**src/rtl/sram_bridge_pkg.sv**
```systemverilog
package sram_bridge_pkg;

  typedef enum logic [2:0] {
    PH_IDLE,
    PH_GAP,
    PH_READ,
    PH_WLOW,
    PH_WREC,
    PH_ACK
  } phase_e;

  // nanoseconds to whole clock cycles, rounded up
  function automatic int ns_to_cyc(input int ns, input int clk_ns);
    return (ns + clk_ns - 1) / clk_ns;
  endfunction

  function automatic int imax(input int a, input int b);
    return (a > b) ? a : b;
  endfunction

endpackage

```
**src/rtl/sram_bridge_timer.sv**
```systemverilog
module sram_bridge_timer #(
  parameter int W = 3
) (
  input  logic         clk,
  input  logic         rst_n,
  input  logic         load,
  input  logic [W-1:0] load_val,
  output logic         zero
);

  logic [W-1:0] cnt;

  always_ff @(posedge clk or negedge rst_n) begin
    if (!rst_n) begin
      cnt <= '0;
    end else if (load) begin
      cnt <= load_val;
    end else if (cnt != '0) begin
      cnt <= cnt - 1'b1;
    end
  end

  assign zero = (cnt == '0);

  // an expired window stays expired until reloaded
  a_r5_timer_rests: assert property (@(posedge clk) disable iff (!rst_n)
    (!load && cnt == '0) |=> (cnt == '0));

endmodule

```
**src/rtl/sram_bridge_turn.sv**
```systemverilog
module sram_bridge_turn #(
  parameter int TURN_CYC = 2,
  parameter int W        = 2
) (
  input  logic clk,
  input  logic rst_n,
  input  logic rd_done,
  output logic clear
);

  logic [W-1:0] left;

  always_ff @(posedge clk or negedge rst_n) begin
    if (!rst_n) begin
      left <= '0;
    end else if (rd_done) begin
      left <= W'(TURN_CYC);
    end else if (left != '0) begin
      left <= left - 1'b1;
    end
  end

  // the coming edge is at least TURN_CYC edges past the read's end
  assign clear = (left <= W'(1));

  // the hold never grows on its own
  a_r7_hold_shrinks: assert property (@(posedge clk) disable iff (!rst_n)
    (!rd_done && left != '0) |=> (left < $past(left)));

endmodule

```
**src/rtl/sram_bridge_seq.sv**
```systemverilog
module sram_bridge_seq
  import sram_bridge_pkg::*;
#(
  parameter int CNT_W    = 3,
  parameter int RD_CYC   = 6,
  parameter int WE_CYC   = 5,
  parameter int WREC_CYC = 1
) (
  input  logic             clk,
  input  logic             rst_n,
  input  logic             req_valid,
  input  logic             req_write,
  input  logic             tmr_zero,
  input  logic             turn_clear,
  output logic             req_ready,
  output logic             accept,
  output logic             rd_done,
  output logic             tmr_load,
  output logic [CNT_W-1:0] tmr_val,
  output phase_e           phase_d
);

  phase_e phase_q;

  always_ff @(posedge clk or negedge rst_n) begin
    if (!rst_n) phase_q <= PH_IDLE;
    else        phase_q <= phase_d;
  end

  assign req_ready = (phase_q == PH_IDLE);
  assign accept    = req_ready && req_valid;
  assign rd_done   = (phase_q == PH_READ) && tmr_zero;

  always_comb begin
    phase_d  = phase_q;
    tmr_load = 1'b0;
    tmr_val  = '0;
    unique case (phase_q)
      PH_IDLE: begin
        if (req_valid) begin
          if (!req_write) begin
            phase_d  = PH_READ;
            tmr_load = 1'b1;
            tmr_val  = CNT_W'(RD_CYC - 1);
          end else if (turn_clear) begin
            phase_d  = PH_WLOW;
            tmr_load = 1'b1;
            tmr_val  = CNT_W'(WE_CYC - 1);
          end else begin
            phase_d  = PH_GAP;
          end
        end
      end
      PH_GAP: begin
        if (turn_clear) begin
          phase_d  = PH_WLOW;
          tmr_load = 1'b1;
          tmr_val  = CNT_W'(WE_CYC - 1);
        end
      end
      PH_READ: begin
        if (tmr_zero) phase_d = PH_ACK;
      end
      PH_WLOW: begin
        if (tmr_zero) begin
          if (WREC_CYC > 0) begin
            phase_d  = PH_WREC;
            tmr_load = 1'b1;
            tmr_val  = CNT_W'(WREC_CYC - 1);
          end else begin
            phase_d  = PH_ACK;
          end
        end
      end
      PH_WREC: begin
        if (tmr_zero) phase_d = PH_ACK;
      end
      PH_ACK:  phase_d = PH_IDLE;
      default: phase_d = PH_IDLE;
    endcase
  end

  // a busy bridge leaves idle only through the response phase
  a_r8_idle_via_ack: assert property (@(posedge clk) disable iff (!rst_n)
    (phase_q != PH_IDLE && phase_q != PH_ACK) |=> (phase_q != PH_IDLE));

endmodule

```
**src/rtl/sram_bridge_pins.sv**
```systemverilog
module sram_bridge_pins
  import sram_bridge_pkg::*;
#(
  parameter int ADDR_W = 20,
  parameter int DATA_W = 8
) (
  input  logic              clk,
  input  logic              rst_n,
  input  phase_e            phase_d,
  input  logic              accept,
  input  logic              req_write,
  input  logic [ADDR_W-1:0] req_addr,
  input  logic [DATA_W-1:0] req_wdata,
  input  logic              rd_done,
  input  logic [DATA_W-1:0] mem_dq_in,
  output logic [ADDR_W-1:0] mem_addr,
  output logic              mem_sel_n,
  output logic              mem_sel,
  output logic              mem_oe_n,
  output logic              mem_we_n,
  output logic [DATA_W-1:0] mem_dq_out,
  output logic              mem_dq_oe,
  output logic              rsp_valid,
  output logic [DATA_W-1:0] rsp_rdata
);

  logic sel_d;
  logic drive_d;

  assign sel_d   = (phase_d == PH_READ) || (phase_d == PH_WLOW) || (phase_d == PH_WREC);
  assign drive_d = (phase_d == PH_WLOW) || (phase_d == PH_WREC);

  always_ff @(posedge clk or negedge rst_n) begin
    if (!rst_n) begin
      mem_addr   <= '0;
      mem_dq_out <= '0;
      mem_sel_n  <= 1'b1;
      mem_sel    <= 1'b0;
      mem_oe_n   <= 1'b1;
      mem_we_n   <= 1'b1;
      mem_dq_oe  <= 1'b0;
      rsp_valid  <= 1'b0;
      rsp_rdata  <= '0;
    end else begin
      if (accept) mem_addr <= req_addr;
      if (accept && req_write) mem_dq_out <= req_wdata;
      mem_sel_n <= !sel_d;
      mem_sel   <= sel_d;
      mem_oe_n  <= (phase_d != PH_READ);
      mem_we_n  <= (phase_d != PH_WLOW);
      mem_dq_oe <= drive_d;
      rsp_valid <= (phase_d == PH_ACK);
      if (rd_done) rsp_rdata <= mem_dq_in;
    end
  end

  // a write strobe only ever appears on a selected device
  a_r2_we_selected: assert property (@(posedge clk) disable iff (!rst_n)
    !mem_we_n |-> (!mem_sel_n && mem_sel));

  // never ask the memory to drive while our drivers are on
  a_r6_oe_quiet: assert property (@(posedge clk) disable iff (!rst_n)
    mem_dq_oe |-> mem_oe_n);

  // write data and address hold while the bus is driven
  a_r4_data_hold: assert property (@(posedge clk) disable iff (!rst_n)
    (mem_dq_oe && $past(mem_dq_oe)) |-> ($stable(mem_dq_out) && $stable(mem_addr)));

  // the response strobe lasts one cycle
  a_r9_one_ack: assert property (@(posedge clk) disable iff (!rst_n)
    rsp_valid |=> !rsp_valid);

  // closing a read window is followed by its response
  a_r3_ack_after_read: assert property (@(posedge clk) disable iff (!rst_n)
    $rose(mem_oe_n) |-> rsp_valid);

endmodule

```
**src/rtl/sram_bridge.sv**
```systemverilog
module sram_bridge
  import sram_bridge_pkg::*;
#(
  parameter int ADDR_W  = 20,
  parameter int DATA_W  = 8,
  parameter int CLK_NS  = 10,
  parameter int T_RC_NS = 55,
  parameter int T_AA_NS = 55,
  parameter int T_OE_NS = 25,
  parameter int T_WC_NS = 55,
  parameter int T_WP_NS = 40,
  parameter int T_CW_NS = 45,
  parameter int T_AW_NS = 45,
  parameter int T_DW_NS = 25,
  parameter int T_HZ_NS = 20
) (
  input  logic              clk,
  input  logic              rst_n,
  input  logic              req_valid,
  output logic              req_ready,
  input  logic              req_write,
  input  logic [ADDR_W-1:0] req_addr,
  input  logic [DATA_W-1:0] req_wdata,
  output logic              rsp_valid,
  output logic [DATA_W-1:0] rsp_rdata,
  output logic [ADDR_W-1:0] mem_addr,
  output logic              mem_sel_n,
  output logic              mem_sel,
  output logic              mem_oe_n,
  output logic              mem_we_n,
  output logic [DATA_W-1:0] mem_dq_out,
  output logic              mem_dq_oe,
  input  logic [DATA_W-1:0] mem_dq_in
);

  localparam int RD_CYC = imax(imax(ns_to_cyc(T_RC_NS, CLK_NS), ns_to_cyc(T_AA_NS, CLK_NS)),
                               imax(ns_to_cyc(T_OE_NS, CLK_NS), 1));
  localparam int WE_CYC = imax(imax(ns_to_cyc(T_WP_NS, CLK_NS), ns_to_cyc(T_CW_NS, CLK_NS)),
                               imax(imax(ns_to_cyc(T_AW_NS, CLK_NS), ns_to_cyc(T_DW_NS, CLK_NS)), 1));
  localparam int WC_CYC   = imax(ns_to_cyc(T_WC_NS, CLK_NS), WE_CYC);
  localparam int WREC_CYC = WC_CYC - WE_CYC;
  localparam int TURN_CYC = ns_to_cyc(T_HZ_NS, CLK_NS);
  localparam int CNT_W    = $clog2(imax(RD_CYC, WC_CYC) + 1);
  localparam int TURN_W   = $clog2(TURN_CYC + 2);

  phase_e             phase_d;
  logic               accept;
  logic               rd_done;
  logic               tmr_load;
  logic [CNT_W-1:0]   tmr_val;
  logic               tmr_zero;
  logic               turn_clear;

  sram_bridge_seq #(
    .CNT_W(CNT_W), .RD_CYC(RD_CYC), .WE_CYC(WE_CYC), .WREC_CYC(WREC_CYC)
  ) u_seq (
    .clk(clk), .rst_n(rst_n), .req_valid(req_valid), .req_write(req_write),
    .tmr_zero(tmr_zero), .turn_clear(turn_clear), .req_ready(req_ready),
    .accept(accept), .rd_done(rd_done), .tmr_load(tmr_load), .tmr_val(tmr_val),
    .phase_d(phase_d)
  );

  sram_bridge_timer #(.W(CNT_W)) u_timer (
    .clk(clk), .rst_n(rst_n), .load(tmr_load), .load_val(tmr_val), .zero(tmr_zero)
  );

  sram_bridge_turn #(.TURN_CYC(TURN_CYC), .W(TURN_W)) u_turn (
    .clk(clk), .rst_n(rst_n), .rd_done(rd_done), .clear(turn_clear)
  );

  sram_bridge_pins #(.ADDR_W(ADDR_W), .DATA_W(DATA_W)) u_pins (
    .clk(clk), .rst_n(rst_n), .phase_d(phase_d), .accept(accept),
    .req_write(req_write), .req_addr(req_addr), .req_wdata(req_wdata),
    .rd_done(rd_done), .mem_dq_in(mem_dq_in), .mem_addr(mem_addr),
    .mem_sel_n(mem_sel_n), .mem_sel(mem_sel), .mem_oe_n(mem_oe_n),
    .mem_we_n(mem_we_n), .mem_dq_out(mem_dq_out), .mem_dq_oe(mem_dq_oe),
    .rsp_valid(rsp_valid), .rsp_rdata(rsp_rdata)
  );

  // edges elapsed since output-enable was last low, saturating
  logic [TURN_W-1:0] since_rd;
  always_ff @(posedge clk or negedge rst_n) begin
    if (!rst_n)                         since_rd <= TURN_W'(TURN_CYC + 1);
    else if (!mem_oe_n)                 since_rd <= TURN_W'(1);
    else if (since_rd <= TURN_W'(TURN_CYC)) since_rd <= since_rd + 1'b1;
  end

  // drivers turn on only after the release window
  a_r7_turnaround: assert property (@(posedge clk) disable iff (!rst_n)
    $rose(mem_dq_oe) |-> (since_rd > TURN_W'(TURN_CYC)));

  // no new request is taken in the response cycle
  a_r8_busy_on_ack: assert property (@(posedge clk) disable iff (!rst_n)
    rsp_valid |-> !req_ready);

  // the address holds through consecutive selected cycles
  a_r11_addr_hold: assert property (@(posedge clk) disable iff (!rst_n)
    (!mem_sel_n && !$past(mem_sel_n)) |-> $stable(mem_addr));

endmodule

```
**config.mk**
```make
export PLATFORM = sky130hd
export DESIGN_NAME = sram_bridge
export DESIGN_NICKNAME = d
export VERILOG_FILES = /design/src/rtl/sram_bridge_pkg.sv /design/src/rtl/sram_bridge_timer.sv /design/src/rtl/sram_bridge_turn.sv /design/src/rtl/sram_bridge_seq.sv /design/src/rtl/sram_bridge_pins.sv /design/src/rtl/sram_bridge.sv
export SDC_FILE = /design/constraint.sdc
export NUM_CORES = 1
export LEC_CHECK = 0
export BUFFER_PORTS_ARGS = -buffer_cell sky130_fd_sc_hd__buf_2
export CORE_ASPECT_RATIO = 1.25
export CORE_UTILIZATION = 51
export CTS_CLUSTER_DIAMETER = 60
export DETAILED_ROUTE_END_ITERATION = 12
export PLACE_DENSITY = 0.84
export REMOVE_ABC_BUFFERS = 1
export SLEW_MARGIN = 20
export SYNTH_ARGS = -nofsm -noshare
export SYNTH_HDL_FRONTEND = slang
export SYNTH_HIERARCHICAL = 1
export SYNTH_SLANG_ARGS = --single-unit
```
**constraint.sdc**
```tcl
create_clock -name clk -period 3.7 [get_ports clk]
set_clock_uncertainty 0.2 [all_clocks]
set_input_delay 0.37 -clock clk [delete_from_list [all_inputs] [get_ports clk]]
set_output_delay 0.37 -clock clk [all_outputs]
set_load 0.005 [all_outputs]
```
* After elaboration in Yosys (flattened, before gate mapping)
Cells that the tools add are included.
** Cells by class
- Add/subtract/negate cells :: 2
- Equal/unequal tests :: 10
- Multiplexer cells :: 20
- Order comparisons :: 1
- Reductions and logical operators :: 14
** Operator list (count)
- $mux 3 :: 10
- $eq 3x2->1 const B :: 4
- $pmux 3 s4 :: 1
- $eq 3x3->1 const B :: 3
- $logic_not 3->1 :: 2
- $mux 2 :: 3
- $ne 3x2->1 const B :: 2
- $pmux 3 s2 :: 1
- $reduce_bool 2->1 :: 3
- $mux 1 :: 4
- $eq 3x1->1 const B :: 1
- $logic_and 1x1->1 :: 3
- $logic_or 1x1->1 :: 3
- $pmux 1 s3 :: 1
- $reduce_bool 3->1 :: 1
- $sub 3x1->3 const B :: 1
- $le 2x1->1 const B :: 1
- $reduce_or 2->1 :: 1
- $sub 2x1->2 const B :: 1
- $logic_not 1->1 :: 1
** Word-level totals
- Flip-flop bits (word level) :: 50
- Input port bits :: 40

* Longest topological paths before layout
Gate-level depths: netlist of run 1.
- Depth after elaboration :: 9
- Gate-level depth with buffers :: 9
- Gate-level depth less buffers :: 9

* Hierarchy
Netlist of run 1, hierarchy kept.
** Modules (own cells, without submodules)
- sram_bridge_pins :: cells each 90, instances 1, seq. area each 1054.8 um2, area an instance 1537.7 um2
- sram_bridge_seq :: cells each 24, instances 1, seq. area each 75.1 um2, area an instance 200.2 um2
- sram_bridge_timer :: cells each 21, instances 1, seq. area each 75.1 um2, area an instance 200.2 um2
- sram_bridge_turn :: cells each 11, instances 1, seq. area each 50.0 um2, area an instance 113.9 um2

* Worst setup path after synthesis of run 1
No wires, ideal clock.
- Path kind :: reg-to-reg
- Start point :: register u_timer.cnt[0]
- End point :: register u_pins.rsp_rdata[0]
- Data required time :: 3.375 ns
- Cell stages (with the launch flop) :: 10
- Path buffers :: 1
- Period minus slack after synthesis :: 2.091 ns
- Library setup time :: 0.125 ns
- Arrival :: 1.766 ns
- Slack :: 1.609 ns
- Cell sequence :: dfrtp_1 inv_1 ha_1 nand2b_1 inv_1 nand2_1 or3_1 inv_1 buf_2 mux2_2
** On the way
- Cells in the longest elaborated chain, start to end :: 2
** RTL lines
- start, declared :: RTL line sram_bridge_timer.sv:11 : logic [W-1:0] cnt;
- start signal, assigned :: RTL line sram_bridge_timer.sv:17 : cnt <= load_val;
- start signal, assigned :: RTL line sram_bridge_timer.sv:19 : cnt <= cnt - 1'b1;
- $logic_not 3->1 :: RTL line sram_bridge_timer.sv:23 : assign zero = (cnt == '0);
- net tmr_zero :: RTL line sram_bridge.sv:51 : logic tmr_zero;
- $logic_and 1x1->1 :: RTL line sram_bridge_seq.sv:32 : assign rd_done = (phase_q == PH_READ) && tmr_zero;
- net rd_done :: RTL line sram_bridge.sv:48 : logic rd_done;
- end signal, assigned :: RTL line sram_bridge_pins.sv:53 : if (rd_done) rsp_rdata <= mem_dq_in;
- end, declared :: RTL line sram_bridge_pins.sv:24 : output logic [DATA_W-1:0] rsp_rdata
The timed path passes the listed nets, and every way through them passes these cells.
A chain may end at the register's enable or synchronous reset.

* Final worst setup path of run 1
- Start point :: register u_seq.phase_q[0]
- End point :: register u_pins.mem_dq_out[4]
** On the way
- Cells in the longest elaborated chain, start to end :: 3
** RTL lines
- start, declared :: RTL line sram_bridge_seq.sv:23 : phase_e phase_q;
- start signal, assigned :: RTL line sram_bridge_seq.sv:27 : else phase_q <= phase_d;
- $logic_not 3->1 :: RTL line sram_bridge_seq.sv:30 : assign req_ready = (phase_q == PH_IDLE);
- $logic_and 1x1->1 :: RTL line sram_bridge_seq.sv:31 : assign accept = req_ready && req_valid;
- net accept :: RTL line sram_bridge.sv:47 : logic accept;
- $logic_and 1x1->1 :: RTL line sram_bridge_pins.sv:46 : if (accept && req_write) mem_dq_out <= req_wdata;
- end signal, assigned :: RTL line sram_bridge_pins.sv:46
- end, declared :: RTL line sram_bridge_pins.sv:21 : output logic [DATA_W-1:0] mem_dq_out,
The timed path passes the listed nets, and every way through them passes these cells.

==> impl_metrics.csv, run 1 <==
group,metric,value,unit
worst_hold_path,hold_class,"in -> reg",
place,place_hpwl,2870,um
global_routing,busiest_layer,"met2",
floorplan,die_y,72.9,um
timing,report.final.hold_viol_count,0,
cells_and_area,antennaDiodeCount,0,
pwr,ir_worst_vdd,0.429,mV
global_routing,grtUsageMet1,0.234,
cts,cts_hold_buf,0,
timing,tightest_slew,0.936,ns
worst_setup_path,path_depth,4,
global_routing,antenna_found_initial,0,
cts,cts-root-buf,"clkbuf_8",
global_routing,track_usage,0.200,
cells_and_area,finish.utilization,0.684,
cts,clkTransAtPathRegs,0.09,ns
worst_setup_path,worstPathRequired,3.70,ns
status,status,"finished clean",
place,gp_congestion,0.794,
floorplan,initial_core_util,0.538,
floorplan,rows,25,
logic_synthesis,ys_types,33,
timing,slew_headroom,0.376,
timing,slew_violations,0,
worst_setup_path,start_kind,"register",
cells_and_area,fin_nets,276,
timing,post-route-min-period,2.38,ns
worst_setup_path,rr_worst_depth,4,
logic_synthesis,avgSynthCellArea,14.1,um2
place,port_buffers,82,
cts,post_cts_buffers,0,
drt,drc,0,
timing,fmax,420,MHz
worst_setup_path,worstSetupEndpointType,"register",
floorplan,core,0.00382,mm2
global_routing,grt_max_degree,51,
cts,cts.sinks,50,
cts,clk_latency,0.30,ns
worst_setup_path,crit_arrival,2.38,ns
pwr,powerDensity,843,mW/mm2
cts,cts-htree-levels,2,
global_routing,gr-usage-met2,0.336,
cells_and_area,drive_above_1_share,0.575,
pwr,p_leak,1.33,nW
drt,wl,3930,um
floorplan,die_area,0.00428,mm2
drt,drtAntennaViolNets,0,
logic_synthesis,synth_seq_cells,50,
cts,cts_resized,0,
worst_setup_path,slowest_delay,0.77,ns
worst_setup_path,crit_family,"simple AND/OR/NAND/NOR gates",
logic_synthesis,ys.flop_type,"dfrtp_1",
worst_setup_path,worstPathCellList,"nor3_2 -> and2_1 -> nand2_2 -> mux2_2",
global_routing,grt_pass1_vias,1471,
timing,tns,0,ns
logic_synthesis,ys_async_sr_fraction,1.00,
timing,setup_viol,0,
logic_synthesis,ys_seq_area_frac,0.612,
cts,cts_tree,"built",
drt,drt-pass1-iter-count,4,
drt,vias,1431,
drt,wl_per_cell,13.7,um
worst_setup_path,cp_max_fo,22,
cts,clock_path_buffers,2,
worst_hold_path,hold_depth,2,
logic_synthesis,synth_edf_count,0,
timing,rsz0062_at_grt,"false",
global_routing,grt_first_pass_wirelength,6360,um
floorplan,ioPinCount,83,
worst_setup_path,reg2reg_slack,1.32,ns
worst_setup_path,crit_type,"reg -> reg",
cells_and_area,syn2layout_area_growth,27.2,%
logic_synthesis,syn_inst,146,
floorplan,dieWidth,58.7,um
global_routing,overflow,0,
flow_run,cap_violations,0,
worst_hold_path,worstHoldEndpoint,"u_pins/mem_dq_out[3]$_DFFE_PN0P_",
drt,dr.first_iter.drc_count,62,
timing,fin_crit_sh,0.643,
cts,cts_made_buffers,5,
logic_synthesis,syn_area,0.00205,mm2
drt,routed_via_density,4.99,
worst_setup_path,slowest_stage,"and2_1",
global_routing,gr-usage-met3,0.0514,
worst_setup_path,r2r_end,"u_pins/mem_dq_out[4]$_DFFE_PN0P_",
worst_setup_path,crit_buf_inv,0,
logic_synthesis,yosys_warnings,6,
worst_hold_path,hold_path_startpoint,"req_wdata[3]",
worst_setup_path,worstReg2RegStart,"u_seq/phase_q[0]$_DFF_PN0_",
[registers in the layout, indices dropped and copies added (netlist names), 2 cells and up]
register           flops
u_seq/phase_q          3
u_pins/mem_addr       20
u_turn/left            2
u_pins/rsp_rdata       8
u_timer/cnt            3
u_pins/mem_dq_out      8
[final cells by class]
class / instances / area, um2
sequential: 50 / 1250
fill: 313 / 1210
multi-input combinational: 83 / 736
timing repair buffer: 83 / 423
clock buffer: 6 / 82.6
tap: 54 / 67.6
inverter: 9 / 33.8
clock inverter: 2 / 12.5
[placed cells by master, fill, tap and decap left out, types with 2 or more instances in the layout]
cell type  synthesis  routed
a21o_1             3       3
buf_2              1      81
clkbuf_8           0       6
dfrtp_1           47      47
dfstp_2            3       3
ha_1               4       4
inv_1              9       9
mux2_2            36      36
nand2_1            2       2
nand2b_1           3       3
nand3_1            2       2
nand3b_1           2       2
nor2_1             7       7
nor2b_1            3       3
nor4b_1            2       2
or3b_1             2       2
[layer usage]
layer	wire (um)	part of all wire	vias up
met2	2050	0.52	47
li1	-	-	676
met3	178	0.045	9
met5	0	0	-
met4	82	0.021	0
met1	1610	0.41	699
[synthesized netlist by cell type (2+ instances only)]
| library cell | count | area [um2] |
|---|---|---|
| dfstp_2 | 3 | 78.8 |
| or3b_1 | 2 | 17.5 |
| nor2_1 | 7 | 26.3 |
| buf_4 | 3 | 22.5 |
| ha_1 | 4 | 50.1 |
| nand3b_1 | 2 | 15.0 |
| nand2b_1 | 3 | 18.8 |
| a21o_1 | 3 | 22.5 |
| nor2b_1 | 3 | 18.8 |
| nor4b_1 | 2 | 17.5 |
| nand2_1 | 2 | 7.51 |
| mux2_2 | 36 | 405 |
| dfrtp_1 | 47 | 1180 |
| inv_1 | 9 | 33.8 |
| nand3_1 | 2 | 10.0 |
[kinds of logic after synthesis]
logic type / count (synthesis) / share of synthesized area
fa+ha+maj: 4 / 0.0244
flops: 50 / 0.612
compound gates: 10 / 0.0384
buf+inv: 13 / 0.0299
xor+xnor: 1 / 0.00427
mux: 36 / 0.198
simple gates: 31 / 0.0921
other cells: 1 / 0.00183
[worst max-delay path by stage]
| stage | start | to |
|---|---|---|
| 2_1_floorplan | u_seq/phase_q[0]$_DFF_PN0_ | u_pins/mem_dq_out[0]$_DFFE_PN0P_ |
| 3_3_place_gp | u_seq/phase_q[0]$_DFF_PN0_ | u_pins/mem_dq_out[4]$_DFFE_PN0P_ |
| 3_5_place_dp | u_seq/phase_q[0]$_DFF_PN0_ | u_pins/mem_dq_out[5]$_DFFE_PN0P_ |
| 4_1_cts | u_seq/phase_q[0]$_DFF_PN0_ | u_pins/mem_dq_out[5]$_DFFE_PN0P_ |
| 5_1_grt | u_seq/phase_q[0]$_DFF_PN0_ | u_pins/mem_dq_out[0]$_DFFE_PN0P_ |
| 6_report | u_seq/phase_q[0]$_DFF_PN0_ | u_pins/mem_dq_out[4]$_DFFE_PN0P_ |
[power breakdown]
| part | switching, mW | internal (mW) |
|---|---|---|
| combinational | 0.393 | 0.498 |
| clock | 0.177 | 0.150 |
| sequential | 0.147 | 0.834 |
[metrics by stage]
| stage | std cells | hold slack [ns] | power [mW] | setup WS, ns | instance area, um2 |
|---|---|---|---|---|---|
| CTS | 286 | 0.0832 | 2.22 | 1.26 | 2600 |
| finish | 287 | 0.0893 | 2.20 | 1.32 | 2610 |
| global route | 287 | 0.0807 | 2.37 | 1.14 | 2610 |
| detailed placement | 278 | 0.290 | 1.89 | 1.28 | 2500 |
| global placement | 278 | 0.285 | 1.84 | 1.30 | 2500 |
| floorplan | 142 | -0.126 | 1.51 | 1.59 | 2020 |
(Power assumes the default switching activity.)
==> inputs of run 2 (changes only) <==
--- a/config.mk
+++ b/config.mk
@@ -7,10 +7,10 @@
 export LEC_CHECK = 0
 export BUFFER_PORTS_ARGS = -buffer_cell sky130_fd_sc_hd__buf_2
 export CORE_ASPECT_RATIO = 1.25
-export CORE_UTILIZATION = 51
+export CORE_UTILIZATION = 43
 export CTS_CLUSTER_DIAMETER = 60
 export DETAILED_ROUTE_END_ITERATION = 12
-export PLACE_DENSITY = 0.84
+export PLACE_DENSITY = 0.75
 export REMOVE_ABC_BUFFERS = 1
 export SLEW_MARGIN = 20
 export SYNTH_ARGS = -nofsm -noshare
==> constraint.sdc (replaced) <==
create_clock -name clk -period 2 [get_ports clk]
set_clock_uncertainty 0.2 [all_clocks]
set_input_delay 0.2 -clock clk [delete_from_list [all_inputs] [get_ports clk]]
set_output_delay 0.2 -clock clk [all_outputs]
set_load 0.005 [all_outputs]
==> run 2 against run 1 <==
Routed wire length up 18%. Flip-flop and latch count unchanged. Register-to-register slack worse by 1.3 ns. Hold slack worse by 0.017 ns. Critical path depth up 5. Via count up 12%. Utilization up 2.6 points. Clock-buffer cell count unchanged. Non-clock buffer count up 54. Maximum frequency up 19%. Die area up 18%. Critical path type unchanged.
==> impl_metrics.csv, run 2 (synthesis gave the netlist of run 1 again) <==
group,metric,value,unit
status,status,"finished clean",
global_routing,track_usage,0.194,
timing,setup_viol,0,
timing,fmax,502,MHz
place,port_buffers,82,
drt,dr.first_iter.drc_count,58,
worst_setup_path,reg2reg_slack,0.007,ns
cts,cts_made_buffers,5,
floorplan,die_y,79.2,um
floorplan,ioPinCount,83,
drt,routed_via_density,4.66,
cts,cts_tree,"built",
pwr,powerDensity,1430,mW/mm2
timing,post-route-min-period,1.99,ns
global_routing,grt_max_degree,32,
worst_setup_path,worstPathRequired,1.99,ns
worst_setup_path,start_kind,"register",
worst_setup_path,crit_type,"reg -> reg",
global_routing,antenna_found_initial,0,
pwr,clockPowerShare,0.153,
cts,cts.sinks,50,
drt,drt-pass1-iter-count,4,
drt,wl_per_cell,13.5,um
global_routing,grt_first_pass_wirelength,7380,um
timing,slew_violations,0,
pwr,p_sw,1.43,mW
place,gp_congestion,0.806,
place,place_hpwl,3050,um
cts,clock_path_buffers,2,
global_routing,grt_pass1_vias,1680,
timing,report.final.hold_viol_count,0,
pwr,total_power,4.55,mW
cells_and_area,mostFrequentLayoutCell,"buf_2",
cts,clkTransAtPathRegs,0.09,ns
cells_and_area,layout_common_cells,"buf_2, dfrtp_1, dlygate4sd3_1",
cells_and_area,largest_reg_flops,20,
cells_and_area,regMostFlops,"u_pins/mem_addr",
pwr,pwr-share-seq,0.399,
worst_setup_path,cp_max_fo,9,
timing,fin_crit_sh,0.996,
timing,hold_ws,0.0723,ns
cells_and_area,finish.utilization,0.710,
drt,wl,4650,um
worst_hold_path,hold_class,"in -> reg",
cells_and_area,syn2layout_area_growth,55.5,%
drt,drtAntennaViolNets,0,
worst_setup_path,worstSetupEndpointType,"register",
floorplan,die_area,0.00505,mm2
timing,rsz0062_at_grt,"true",
flow_run,cap_violations,0,
pwr,p_leak,1.59,nW
cts,clk_latency,0.31,ns
floorplan,core,0.00449,mm2
cells_and_area,fin_nets,330,
global_routing,overflow,0,
pwr,comb_power_share,0.448,
cts,cts-htree-levels,2,
pwr,swShare,0.315,
worst_setup_path,crit_arrival,1.98,ns
cells_and_area,top_regs,"u_pins/mem_addr (20), u_pins/mem_dq_out (8), u_pins/rsp_rdata (8)",
drt,vias,1608,
drt,drc,0,
cts,cts-root-buf,"clkbuf_8",
pwr,ir_worst_vdd,0.839,mV
cells_and_area,antennaDiodeCount,0,
floorplan,initial_core_util,0.457,
cells_and_area,drive_above_1_share,0.561,
pwr,intPower,3.12,mW
floorplan,dieWidth,63.8,um
floorplan,rows,27,
-- run 2: cell count changes in the layout (fill, tap and decap cells not counted), sizes merged --
| cell | change |
|---|---|
| clkinv | -1 |
| bufinv | +1 |
| dlygate4sd3 | +36 |
| buf | +18 |
-- run 2: worst paths after layout --
kind,start,end,cells after the start
max,u_timer/cnt[1]$_DFFE_PN0P_,u_pins/rsp_rdata[0]$_DFFE_PN0P_,9
min,req_valid,u_seq/phase_q[0]$_DFF_PN0_,3
max reg2reg,u_timer/cnt[1]$_DFFE_PN0P_,u_pins/rsp_rdata[0]$_DFFE_PN0P_,9
min reg2reg,u_pins/mem_addr[5]$_DFFE_PN0P_,u_pins/mem_addr[5]$_DFFE_PN0P_,1
max in group asynchronous,rst_n,u_pins/mem_sel_n$_DFF_PN1_,3
min in group asynchronous,rst_n,u_pins/mem_dq_out[7]$_DFFE_PN0P_,2
-- run 2: cell type report --
cell class,instances,area (um2)
Tap cell,58,72.6
Timing Repair Buffer,137,941
Fill cell,315,1300
Clock inverter,2,37.5
Clock buffer,6,72.6
Multi-Input combinational cell,83,779
Sequential cell,50,1250
Inverter,9,33.8
-- run 2: metal layers --
layer  share of wire  vias to the layer above  GRT usage  routed length [um]
li1                -                      780          -                   -
met1            0.38                      785      0.214                1790
met2            0.57                       37      0.363                2650
met3           0.030                        6     0.0359                 139
met4           0.015                        0     0.0750                  68
met5               0                        -          0                   0
-- run 2: what timing repair did --
action,4_1_cts,5_1_grt
endpoints found under the hold margin,55,0
endpoints found under the setup margin,9,11
resized for setup,9,4
hold buffers,37,0
setup buffers,2,3
pin swaps,1,1
-- run 2: metrics by stage --
step | cells | setup slack (ns) | TNS, ns | instance area [um2]
2_1_floorplan | 142 | -0.107 | -1.45 | 2020
3_5_place_dp | 295 | -0.0804 | -0.588 | 2630
6_report | 345 | 0.00740 | 0 | 3190
4_1_cts | 342 | 0.0202 | 0 | 3150
3_3_place_gp | 295 | -0.0306 | -0.238 | 2630
5_1_grt | 345 | -0.0492 | -0.336 | 3190
-- run 2: worst max-delay path: stages, from the launching register on --
cell and delay [ns]:
dfrtp_1 0.40, inv_2 0.08, ha_4 0.15, nand2b_4 0.06
inv_2 0.06, nand2_2 0.06, or3_4 0.34, inv_2 0.07
buf_12 0.12, mux2_2 0.33
-- run 2: power by group through the flow --
| stage | Sequential, mW | Combinational [mW] | Clock, mW |
|---|---|---|---|
| 3_5_place_dp | 1.82 | 1.82 | 0 |
| 5_1_grt | 1.88 | 2.22 | 0.756 |
| 3_3_place_gp | 1.80 | 1.77 | 0 |
| 4_1_cts | 1.81 | 1.96 | 0.716 |
| 6_report | 1.82 | 2.04 | 0.698 |
| 2_1_floorplan | 1.86 | 0.943 | 0 |
